`config.mk`:
```
export PLATFORM = sky130hd
export DESIGN_NAME = uwsplit_top
export DESIGN_NICKNAME = d
export VERILOG_FILES = /design/src/rtl/uwsplit_pkg.sv /design/src/rtl/uwsplit_datapath.sv /design/src/rtl/uwsplit_control.sv /design/src/rtl/uwsplit_top.sv
export SDC_FILE = /design/constraint.sdc
export NUM_CORES = 1
export LEC_CHECK = 0
export ABC_AREA = 1
export BUFFER_PORTS_ARGS = -buffer_cell sky130_fd_sc_hd__buf_2
export CORE_ASPECT_RATIO = 1.25
export CORE_UTILIZATION = 51
export DETAILED_ROUTE_END_ITERATION = 10
export GPL_ROUTABILITY_DRIVEN = 0
export GPL_TIMING_DRIVEN = 0
export PLACE_DENSITY = 0.78
export SLEW_MARGIN = 0
export SYNTH_ARGS = -nofsm -noshare
export SYNTH_HDL_FRONTEND = slang
export SYNTH_SLANG_ARGS = --single-unit
```
`constraint.sdc`:
```
create_clock -name clk -period 4 [get_ports clk]
set_input_delay 0.4 -clock clk [delete_from_list [all_inputs] [get_ports clk]]
set_output_delay 0.4 -clock clk [all_outputs]
set_load 0.03 [all_outputs]
```
`src/rtl/uwsplit_pkg.sv`:
```
package uwsplit_pkg;
  typedef struct packed {
    logic loadReq;
    logic takeByte;
    logic advance;
  } ctlStrobe_t;

  typedef struct packed {
    logic pieceFull;
    logic lastPiece;
    logic reqEmpty;
  } dpStatus_t;

  localparam logic [1:0] SZ_BYTE = 2'd0;
  localparam logic [1:0] SZ_HALF = 2'd1;
  localparam logic [1:0] SZ_WORD = 2'd2;
endpackage

```
`src/rtl/uwsplit_datapath.sv`:
```
module uwsplit_datapath
  import uwsplit_pkg::*;
#(
  parameter int ADDR_W = 32,
  parameter int LEN_W  = 16
) (
  input  logic              clk,
  input  logic              rstN,
  input  ctlStrobe_t        ctl,
  input  logic [ADDR_W-1:0] reqAddr,
  input  logic [LEN_W-1:0]  reqLen,
  input  logic [7:0]        inByte,
  output dpStatus_t         status,
  output logic [ADDR_W-1:0] busAddr,
  output logic [1:0]        busSize,
  output logic [3:0]        busStrb,
  output logic [31:0]       busData
);
  localparam int LANES = 4;

  logic [ADDR_W-1:0]     curAddr;
  logic [LEN_W-1:0]      remLen;
  logic [LANES-1:0][7:0] lanes;
  logic [2:0]            fillCnt;
  logic [1:0]            sizeCode;
  logic [2:0]            sizeBytes;
  logic [2:0]            laneLo;
  logic [1:0]            wrLane;

  always_comb begin
    if (curAddr[1:0] == 2'b00 && remLen > LEN_W'(3))      sizeCode = SZ_WORD;
    else if (!curAddr[0] && remLen > LEN_W'(1))           sizeCode = SZ_HALF;
    else                                                  sizeCode = SZ_BYTE;
  end

  assign sizeBytes        = 3'd1 << sizeCode;
  assign laneLo           = {1'b0, curAddr[1:0]};
  assign wrLane           = curAddr[1:0] + fillCnt[1:0];
  assign status.pieceFull = (fillCnt == sizeBytes);
  assign status.lastPiece = (remLen == LEN_W'(sizeBytes));
  assign status.reqEmpty  = (reqLen == '0);

  always_ff @(posedge clk or negedge rstN) begin
    if (!rstN) begin
      curAddr <= '0;
      remLen  <= '0;
      lanes   <= '0;
      fillCnt <= '0;
    end else if (ctl.loadReq) begin
      curAddr <= reqAddr;
      remLen  <= reqLen;
      lanes   <= '0;
      fillCnt <= '0;
    end else if (ctl.advance) begin
      curAddr <= curAddr + ADDR_W'(sizeBytes);
      remLen  <= remLen - LEN_W'(sizeBytes);
      lanes   <= '0;
      fillCnt <= '0;
    end else if (ctl.takeByte) begin
      lanes[wrLane] <= inByte;
      fillCnt       <= fillCnt + 3'd1;
    end
  end

  for (genvar i = 0; i < LANES; i++) begin : g_strb
    assign busStrb[i] = (3'(i) >= laneLo) && (3'(i) < laneLo + sizeBytes);
  end

  assign busAddr = curAddr;
  assign busSize = sizeCode;
  assign busData = lanes;


  hold_pos_chk: assert property (@(posedge clk) disable iff (!rstN)
    (!ctl.advance && !ctl.loadReq) |=> ($stable(curAddr) && $stable(remLen)));


  fill_limit_chk: assert property (@(posedge clk) disable iff (!rstN)
    fillCnt <= 3'd4);
endmodule

```
`src/rtl/uwsplit_control.sv`:
```
module uwsplit_control
  import uwsplit_pkg::*;
(
  input  logic       clk,
  input  logic       rstN,
  input  logic       reqValid,
  input  logic       inValid,
  input  logic       busReady,
  input  dpStatus_t  status,
  output ctlStrobe_t ctl,
  output logic       reqReady,
  output logic       inReady,
  output logic       busValid,
  output logic       done
);
  typedef enum logic {ST_IDLE, ST_BUSY} state_t;

  state_t stateQ, stateD;
  logic   finishing;

  always_comb begin
    reqReady     = (stateQ == ST_IDLE);
    inReady      = (stateQ == ST_BUSY) && !status.pieceFull;
    busValid     = (stateQ == ST_BUSY) && status.pieceFull;
    ctl.loadReq  = reqReady && reqValid;
    ctl.takeByte = inReady && inValid;
    ctl.advance  = busValid && busReady;
    finishing    = (ctl.loadReq && status.reqEmpty) ||
                   (ctl.advance && status.lastPiece);
    stateD       = stateQ;
    if (ctl.loadReq && !status.reqEmpty)         stateD = ST_BUSY;
    else if (ctl.advance && status.lastPiece)    stateD = ST_IDLE;
  end

  always_ff @(posedge clk or negedge rstN) begin
    if (!rstN) begin
      stateQ <= ST_IDLE;
      done   <= 1'b0;
    end else begin
      stateQ <= stateD;
      done   <= finishing;
    end
  end


  empty_done_chk: assert property (@(posedge clk) disable iff (!rstN)
    (reqReady && reqValid && status.reqEmpty) |=> (done && reqReady));


  done_idle_chk: assert property (@(posedge clk) disable iff (!rstN)
    done |-> reqReady);


  stall_valid_chk: assert property (@(posedge clk) disable iff (!rstN)
    (busValid && !busReady) |=> busValid);
endmodule

```
`src/rtl/uwsplit_top.sv`:
```
module uwsplit_top
  import uwsplit_pkg::*;
#(
  parameter int ADDR_W = 32,
  parameter int LEN_W  = 16
) (
  input  logic              clk,
  input  logic              rstN,
  input  logic              reqValid,
  output logic              reqReady,
  input  logic [ADDR_W-1:0] reqAddr,
  input  logic [LEN_W-1:0]  reqLen,
  input  logic              inValid,
  output logic              inReady,
  input  logic [7:0]        inByte,
  output logic              busValid,
  input  logic              busReady,
  output logic [ADDR_W-1:0] busAddr,
  output logic [1:0]        busSize,
  output logic [3:0]        busStrb,
  output logic [31:0]       busData,
  output logic              done
);
  ctlStrobe_t ctl;
  dpStatus_t  status;

  uwsplit_control u_ctrl (
    .clk(clk), .rstN(rstN), .reqValid(reqValid), .inValid(inValid),
    .busReady(busReady), .status(status), .ctl(ctl), .reqReady(reqReady),
    .inReady(inReady), .busValid(busValid), .done(done)
  );

  uwsplit_datapath #(.ADDR_W(ADDR_W), .LEN_W(LEN_W)) u_dp (
    .clk(clk), .rstN(rstN), .ctl(ctl), .reqAddr(reqAddr), .reqLen(reqLen),
    .inByte(inByte), .status(status), .busAddr(busAddr), .busSize(busSize),
    .busStrb(busStrb), .busData(busData)
  );


  stall_stable_chk: assert property (@(posedge clk) disable iff (!rstN)
    (busValid && !busReady) |=> ($stable(busAddr) && $stable(busData) &&
                                 $stable(busStrb) && $stable(busSize)));


  word_align_chk: assert property (@(posedge clk) disable iff (!rstN)
    (busValid && busSize == SZ_WORD) |-> (busAddr[1:0] == 2'b00));


  half_align_chk: assert property (@(posedge clk) disable iff (!rstN)
    (busValid && busSize == SZ_HALF) |-> !busAddr[0]);


  strb_count_chk: assert property (@(posedge clk) disable iff (!rstN)
    busValid |-> ($countones(busStrb) == (32'd1 << busSize)));


  no_overlap_chk: assert property (@(posedge clk) disable iff (!rstN)
    !(inReady && busValid));
endmodule

```
==> results.ini, run 1 <==
[timing]
min_period_ns = 3.55
slew_headroom_pct = 50.4
rsz0062_at_grt = no
final_hold_viol_count = 0
period_share_pct = 88.8
max_freq_ghz = 0.281
tns_ns = 0
whs_ns = 0.309
worst_slew_pin_slew_ns = 0.743
setup_viol = 0
drv_slew = 0
skew_ns = 0.00715

[floorplan]
core_area_mm2 = 0.0106
io_pins = 135
dieArea_mm2 = 0.0114
initial_utilization_pct = 52.6
die_w_um = 95.6
fp.dieH_um = 119
rows = 42

[worst_setup_path]
r2r_slack_ns = 0.45
worstPathRequired_ns = 4.22
cp_data_arrival_time_ns = 3.77
critical_path.max_fanout = 8
start_kind = register
worstSetupPathType = reg2reg
end_kind = register

[yosys]
synth.avg_cell_area_um2 = 7.33
ys_seq_area_share_pct = 38.1
synthTopCellsByArea = dfrtp_1, nand2_1, nand3_1
synth_flop_cell = dfrtp_1
yosysTopAreaCellShare_pct = 38.1
ys_ff_latch = 85
async_flop_share_pct = 100
synth_nets = 831
synth_edf_count = 0
yosys.cell_types.count = 45
synth_most_common_cell = nand2_1
postSynthCellCount = 762
yosys-top-cells-count = nand2_1, dfrtp_1, nand3_1
ys_warn_count = 0
synth_top_cell_by_area = dfrtp_1
syn_area_mm2 = 0.00559

[run]
drv_cap = 0

[global_route]
track_usage_pct = 30.9
globalRouteOverflowTotal = 0
grt_max_degree = 70
grt_pass1_wl_um = 26900
grt_pass1_vias = 5553
antenna_found_initial = 0

[routing]
highest_layer = met4
drt_iter0_drc = 377
drc = 0
met1_length_um = 6690
wl_per_cell_um = 16.1
vias_per_cell = 5.56
met3WireLength_um = 1650
wl_met2_um = 8050
first_pass_iters = 5
vias = 5817
routed_wirelength_um = 16800
ant_nets = 0

[cts]
numCtsBuffers = 9
htreeDepth = 3
cts_tree = built
root_buffer = clkbuf_16
cts_setup_buffers = 0
cts_max_path_buffers = 2
cts_sinks = 85
cts.clk_slew.worst_paths_ns = 0.07
clk_latency_ns = 0.35

[status]
status = finished clean

[final_layout]
multiInputGateArea_mm2 = 0.00296
drive_above_1_share_pct = 23.9
stdcell_count = 1046
fillers = 1032
n_antenna_cell = 0
finalNetCount = 978
regArea_mm2 = 0.00213
syn_to_final_growth_pct = 21.2

[placement]
numPlacedInstances = 1029
port_buffers = 134
dp_hpwl_um = 12300

[pwr]
power.density_mw_per_mm2 = 791
vdd_drop_max_uv = 548
p_leak_nw = 3.53

[worst_hold_path]
hp-class = in2reg

## worst paths after layout
kind	start	end	cells past startpoint
setup reg to reg	u_dp.remLen[9]	u_dp.busAddr[22]	20
max in group asynchronous	rstN	u_dp.remLen[8]	3
setup / recovery	u_dp.remLen[9]	u_dp.busAddr[22]	20
hold reg to reg	u_dp.busData[20]	u_dp.busData[20]	2
min in group asynchronous	rstN	u_dp.busAddr[8]	2
hold / removal	reqAddr[2]	u_dp.busAddr[2]	3
## layer usage
layer	up-vias	GRT usage [%]
met5	-	0
met4	0	11.3
met3	49	7.54
met2	311	48.8
met1	2683	40.9
li1	2774	-
## stage by stage
step	setup slack, ns	cell area (um2)	util (%)	power (W)
2_1_floorplan	0.761	5590	-	0.00363
3_3_place_gp	0.383	6420	60.5	0.00438
3_5_place_dp	0.378	6450	60.8	0.00443
4_1_cts	0.328	6770	63.7	0.00534
5_1_grt	0.111	6770	63.8	0.00573
6_report	0.447	6770	63.8	0.00535
## registers in the layout, indices dropped and copies added, names as in the netlist
name           flops
u_dp.fillCnt       3
u_ctrl.stateQ      1
u_dp.remLen       16
u_dp.busData      32
u_ctrl.done        1
u_dp.busAddr      32
## report_power, final
| group | total (W) | internal (W) | switching [W] |
|---|---|---|---|
| Clock | 0.000886 | 0.000493 | 0.000393 |
| Sequential | 0.00153 | 0.00119 | 0.000347 |
| Combinational | 0.00294 | 0.000904 | 0.00203 |
## worst max-delay path, cell delays in order (launching register included)
cell and delay, ns:
dfrtp_1 0.44, nor2_2 0.15, nand2_1 0.12, nor2_4 0.19
nand2_4 0.10, nand2_8 0.11, nand3_4 0.12, fa_1 0.48
inv_1 0.08, nand2_1 0.06, a21oi_2 0.25, nand2_1 0.18
nor2_1 0.25, nand2_1 0.12, nor2_2 0.24, nand2_1 0.12
xor2_1 0.15, nand2_1 0.06, nand2_1 0.06, nand2_1 0.05
o21ai_0 0.09
## layout make-up
cell class	count	area share (%)
multi-input cells	568	43.7
repair buffers	136	10.5
clock buffers	9	3.33
clock inverters	7	1.18
inverters	85	4.86
flip-flops and latches	85	31.4
well taps	132	2.44
plain buffers	24	2.61
## cells in the final DEF (no fill, tap or decap), types with 2 or more instances in the layout
cell type and n:
nand2_1 240, buf_2 139, dfrtp_1 85, nand3_1 82, inv_1 77, nor2_1 62, o21ai_0 27, nor3_1 24
xor2_1 17, nand4_1 16, a21oi_1 10, o21ai_1 10, buf_6 9, o211ai_2 9, clkbuf_16 9, nor4_1 8
clkbuf_1 7, ha_1 7, nand3_4 6, nand2_2 5, or2_2 5, nor2_2 4, o211ai_1 4, o31ai_1 4
clkinv_2 4, mux2i_1 4, nor2_4 3, nand2_4 3, o21ai_2 3, inv_6 3, inv_4 2, xnor2_1 2
nand3b_1 2, clkinvlp_4 2
## repair_timing
item / 4_1_cts / 5_1_grt
hold endpoints to repair: 16 / 0
hold buffers: 1 / 0
resized for setup: 0 / 1
setup endpoints to repair: 0 / 3
## kinds of logic (layout without fill, tap and decap cells)
| kind of cell | count (synthesis) | count (layout) | share of synthesized area [%] |
|---|---|---|---|
| AND/OR/NAND/NOR | 466 | 466 | 39.0 |
| buffers and inverters | 109 | 261 | 9.05 |
| flip-flops | 85 | 85 | 38.1 |
| AO/OA/AOI/OAI | 71 | 71 | 8.24 |
| XOR/XNOR | 19 | 19 | 2.98 |
| adder cells (fa/ha/maj) | 8 | 8 | 1.93 |
| multiplexers | 4 | 4 | 0.717 |
No activity file was read; power rests on OpenSTA's default activity.
==> run 2: changes to the inputs <==
--- a/config.mk
+++ b/config.mk
@@ -13,7 +13,9 @@
 export GPL_ROUTABILITY_DRIVEN = 0
 export GPL_TIMING_DRIVEN = 0
 export PLACE_DENSITY = 0.78
+export SETUP_SLACK_MARGIN = 0.3
 export SLEW_MARGIN = 0
 export SYNTH_ARGS = -nofsm -noshare
 export SYNTH_HDL_FRONTEND = slang
+export SYNTH_HIERARCHICAL = 1
 export SYNTH_SLANG_ARGS = --single-unit
==> results.ini, run 2 <==
[timing]
final_hold_viol_count = 0
rsz0062_at_grt = no
tns_ns = 0
setup_viol = 0
min_period_ns = 3.06
drv_slew = 0
finalWorstSetupSlack_ns = 0.941
slew_headroom_pct = 51.8
skew_ns = 0.00703
worst_slew_pin_slew_ns = 0.723
period_share_pct = 76.5
whs_ns = 0.0141
max_freq_ghz = 0.327

[routing]
drt_iter0_drc = 418
wl_per_cell_um = 15.2
routed_wirelength_um = 16300
vias_per_cell = 5.39
vias = 5801
first_pass_iters = 6
ant_nets = 0
drc = 0

[final_layout]
drive_above_1_share_pct = 24.2
syn_to_final_growth_pct = 21.4
finalNetCount = 1009
multiInputGateArea_mm2 = 0.00295
final_cell_mix = nand2_1, buf_2, nor2_1
stdcell_count = 1076
final_util_pct = 63.6
final_common_cell = nand2_1
n_antenna_cell = 0
regArea_mm2 = 0.00213
fillers = 998

[pwr]
p_comb_share_pct = 56.4
vdd_drop_max_uv = 361
power.density_mw_per_mm2 = 830
intPower_w = 0.00267
power_frac_clock_pct = 15.9
power.switching_w = 0.00291
sw_frac_of_total_pct = 52.1
seq_power_share_pct = 27.7
p_leak_nw = 3.53

[cts]
cts.clk_slew.worst_paths_ns = 0.06
cts_sinks = 85
cts-resized-gates = 0
clk_latency_ns = 0.34
htreeDepth = 3
cts_tree = built
cts_max_path_buffers = 2
numCtsBuffers = 9
root_buffer = clkbuf_16
postCtsHoldBufs = 0
cts_setup_buffers = 0

[run]
drv_cap = 0

[worst_setup_path]
cp_data_arrival_time_ns = 3.28
crit_path_top_delay_cell = dfrtp_1
cp_num_buf_inv = 3
start_kind = register
critical_path.max_fanout = 10
crit_chain = nor2_2 > nand2_2 > nor2_4 > nand2_2 > nand2_4 > nand3_2 > nand2_1 > nand2_1 > nor2_2 > nand2_1 > nor2_1 > buf_2 > nand2_2 > inv_1 > buf_2 > nand3_1 > o22ai_1 > a21oi_1
end_kind = register
worstPathRequired_ns = 4.22
worstSetupPathType = reg2reg
critPathMaxStageDelay_ns = 0.45
cp_top_family = simple AND/OR/NAND/NOR gates
r2r_slack_ns = 0.94

[status]
status = finished clean

[yosys]
yosys-top-cells-count = nand2_1, nor2_1, dfrtp_1, inv_1, nand3_1
synth.avg_cell_area_um2 = 6.98
ys_warn_count = 6
ys_ff_latch = 85
syn_area_mm2 = 0.00554
yosys.cell_types.count = 41
synth_edf_count = 0
synth_nets = 863
ys_seq_area_share_pct = 38.4
synth_top_cell_by_area = dfrtp_1
synth_most_common_cell = nand2_1
postSynthCellCount = 793
synthTopCellsByArea = dfrtp_1, nand2_1, nor2_1
synth_flop_cell = dfrtp_1
yosysTopAreaCellShare_pct = 38.4
async_flop_share_pct = 100

[global_route]
grt_max_degree = 51
track_usage_pct = 30.3
grt_pass1_wl_um = 26300
grt_pass1_vias = 5422
antenna_found_initial = 0
globalRouteOverflowTotal = 0

[floorplan]
fp.dieH_um = 118
core_area_mm2 = 0.0106
rows = 42
initial_utilization_pct = 52.4
io_pins = 135
die_w_um = 95.2
dieArea_mm2 = 0.0113

[placement]
port_buffers = 134
pre_cts_slack_ns = 1.03
dp_hpwl_um = 12200
numPlacedInstances = 1060

[worst_hold_path]
hp-class = in2async

-- run 2: power groups by stage --
stage / combinational, W / clock (W) / sequential (W)
floorplan: 0.00187 / 0 / 0.00192
global placement: 0.00307 / 0 / 0.00154
detailed placement: 0.00311 / 0 / 0.00155
CTS: 0.00313 / 0.000902 / 0.00154
global route: 0.00346 / 0.000942 / 0.00160
finish: 0.00314 / 0.000888 / 0.00155
-- run 2: cell type report --
type	instances	area share [%]
multi-input combinational	595	43.8
buffer	19	1.56
timing repair buffer	135	10.4
inverter	94	5.33
clock inverter	6	1.30
tap	132	2.46
clock buffer	10	3.41
sequential	85	31.7
-- run 2: logic make-up (layout without fill, tap and decap cells) --
group	count (synthesis)	count (layout)	synth area share, %
XOR/XNOR	3	3	0.475
adder cells (fa/ha/maj)	9	9	2.31
AO/OA/AOI/OAI	85	85	9.27
buffers and inverters	113	264	8.36
flip-flops	85	85	38.4
AND/OR/NAND/NOR	498	498	41.2
-- run 2: worst paths after layout --
| path | startpoint | endpoint | depth (start not counted) |
|---|---|---|---|
| setup / recovery | u_dp/remLen[11] | u_dp/busAddr[6] | 18 |
| hold / removal | rstN | u_dp/busData[26] | 1 |
| setup reg to reg | u_dp/remLen[11] | u_dp/busAddr[6] | 18 |
| hold reg to reg | u_dp/busData[14] | u_dp/busData[14] | 2 |
| max in group asynchronous | rstN | u_dp/remLen[1] | 2 |
| min in group clk | reqAddr[22] | u_dp/busAddr[22] | 3 |
-- run 2: per-stage QoR --
stage,cell area [um2],total power (W)
3_3_place_gp,6370,0.00461
6_report,6720,0.00558
3_5_place_dp,6400,0.00466
5_1_grt,6720,0.00600
2_1_floorplan,5540,0.00379
4_1_cts,6720,0.00557
-- run 2: layer usage --
metal	share of wire (%)	track usage, %	wire length, um
met1	41	38.4	6770
met2	48	49.6	7790
met3	7.2	5.15	1170
met4	3.7	13.9	598
met5	0	0	0
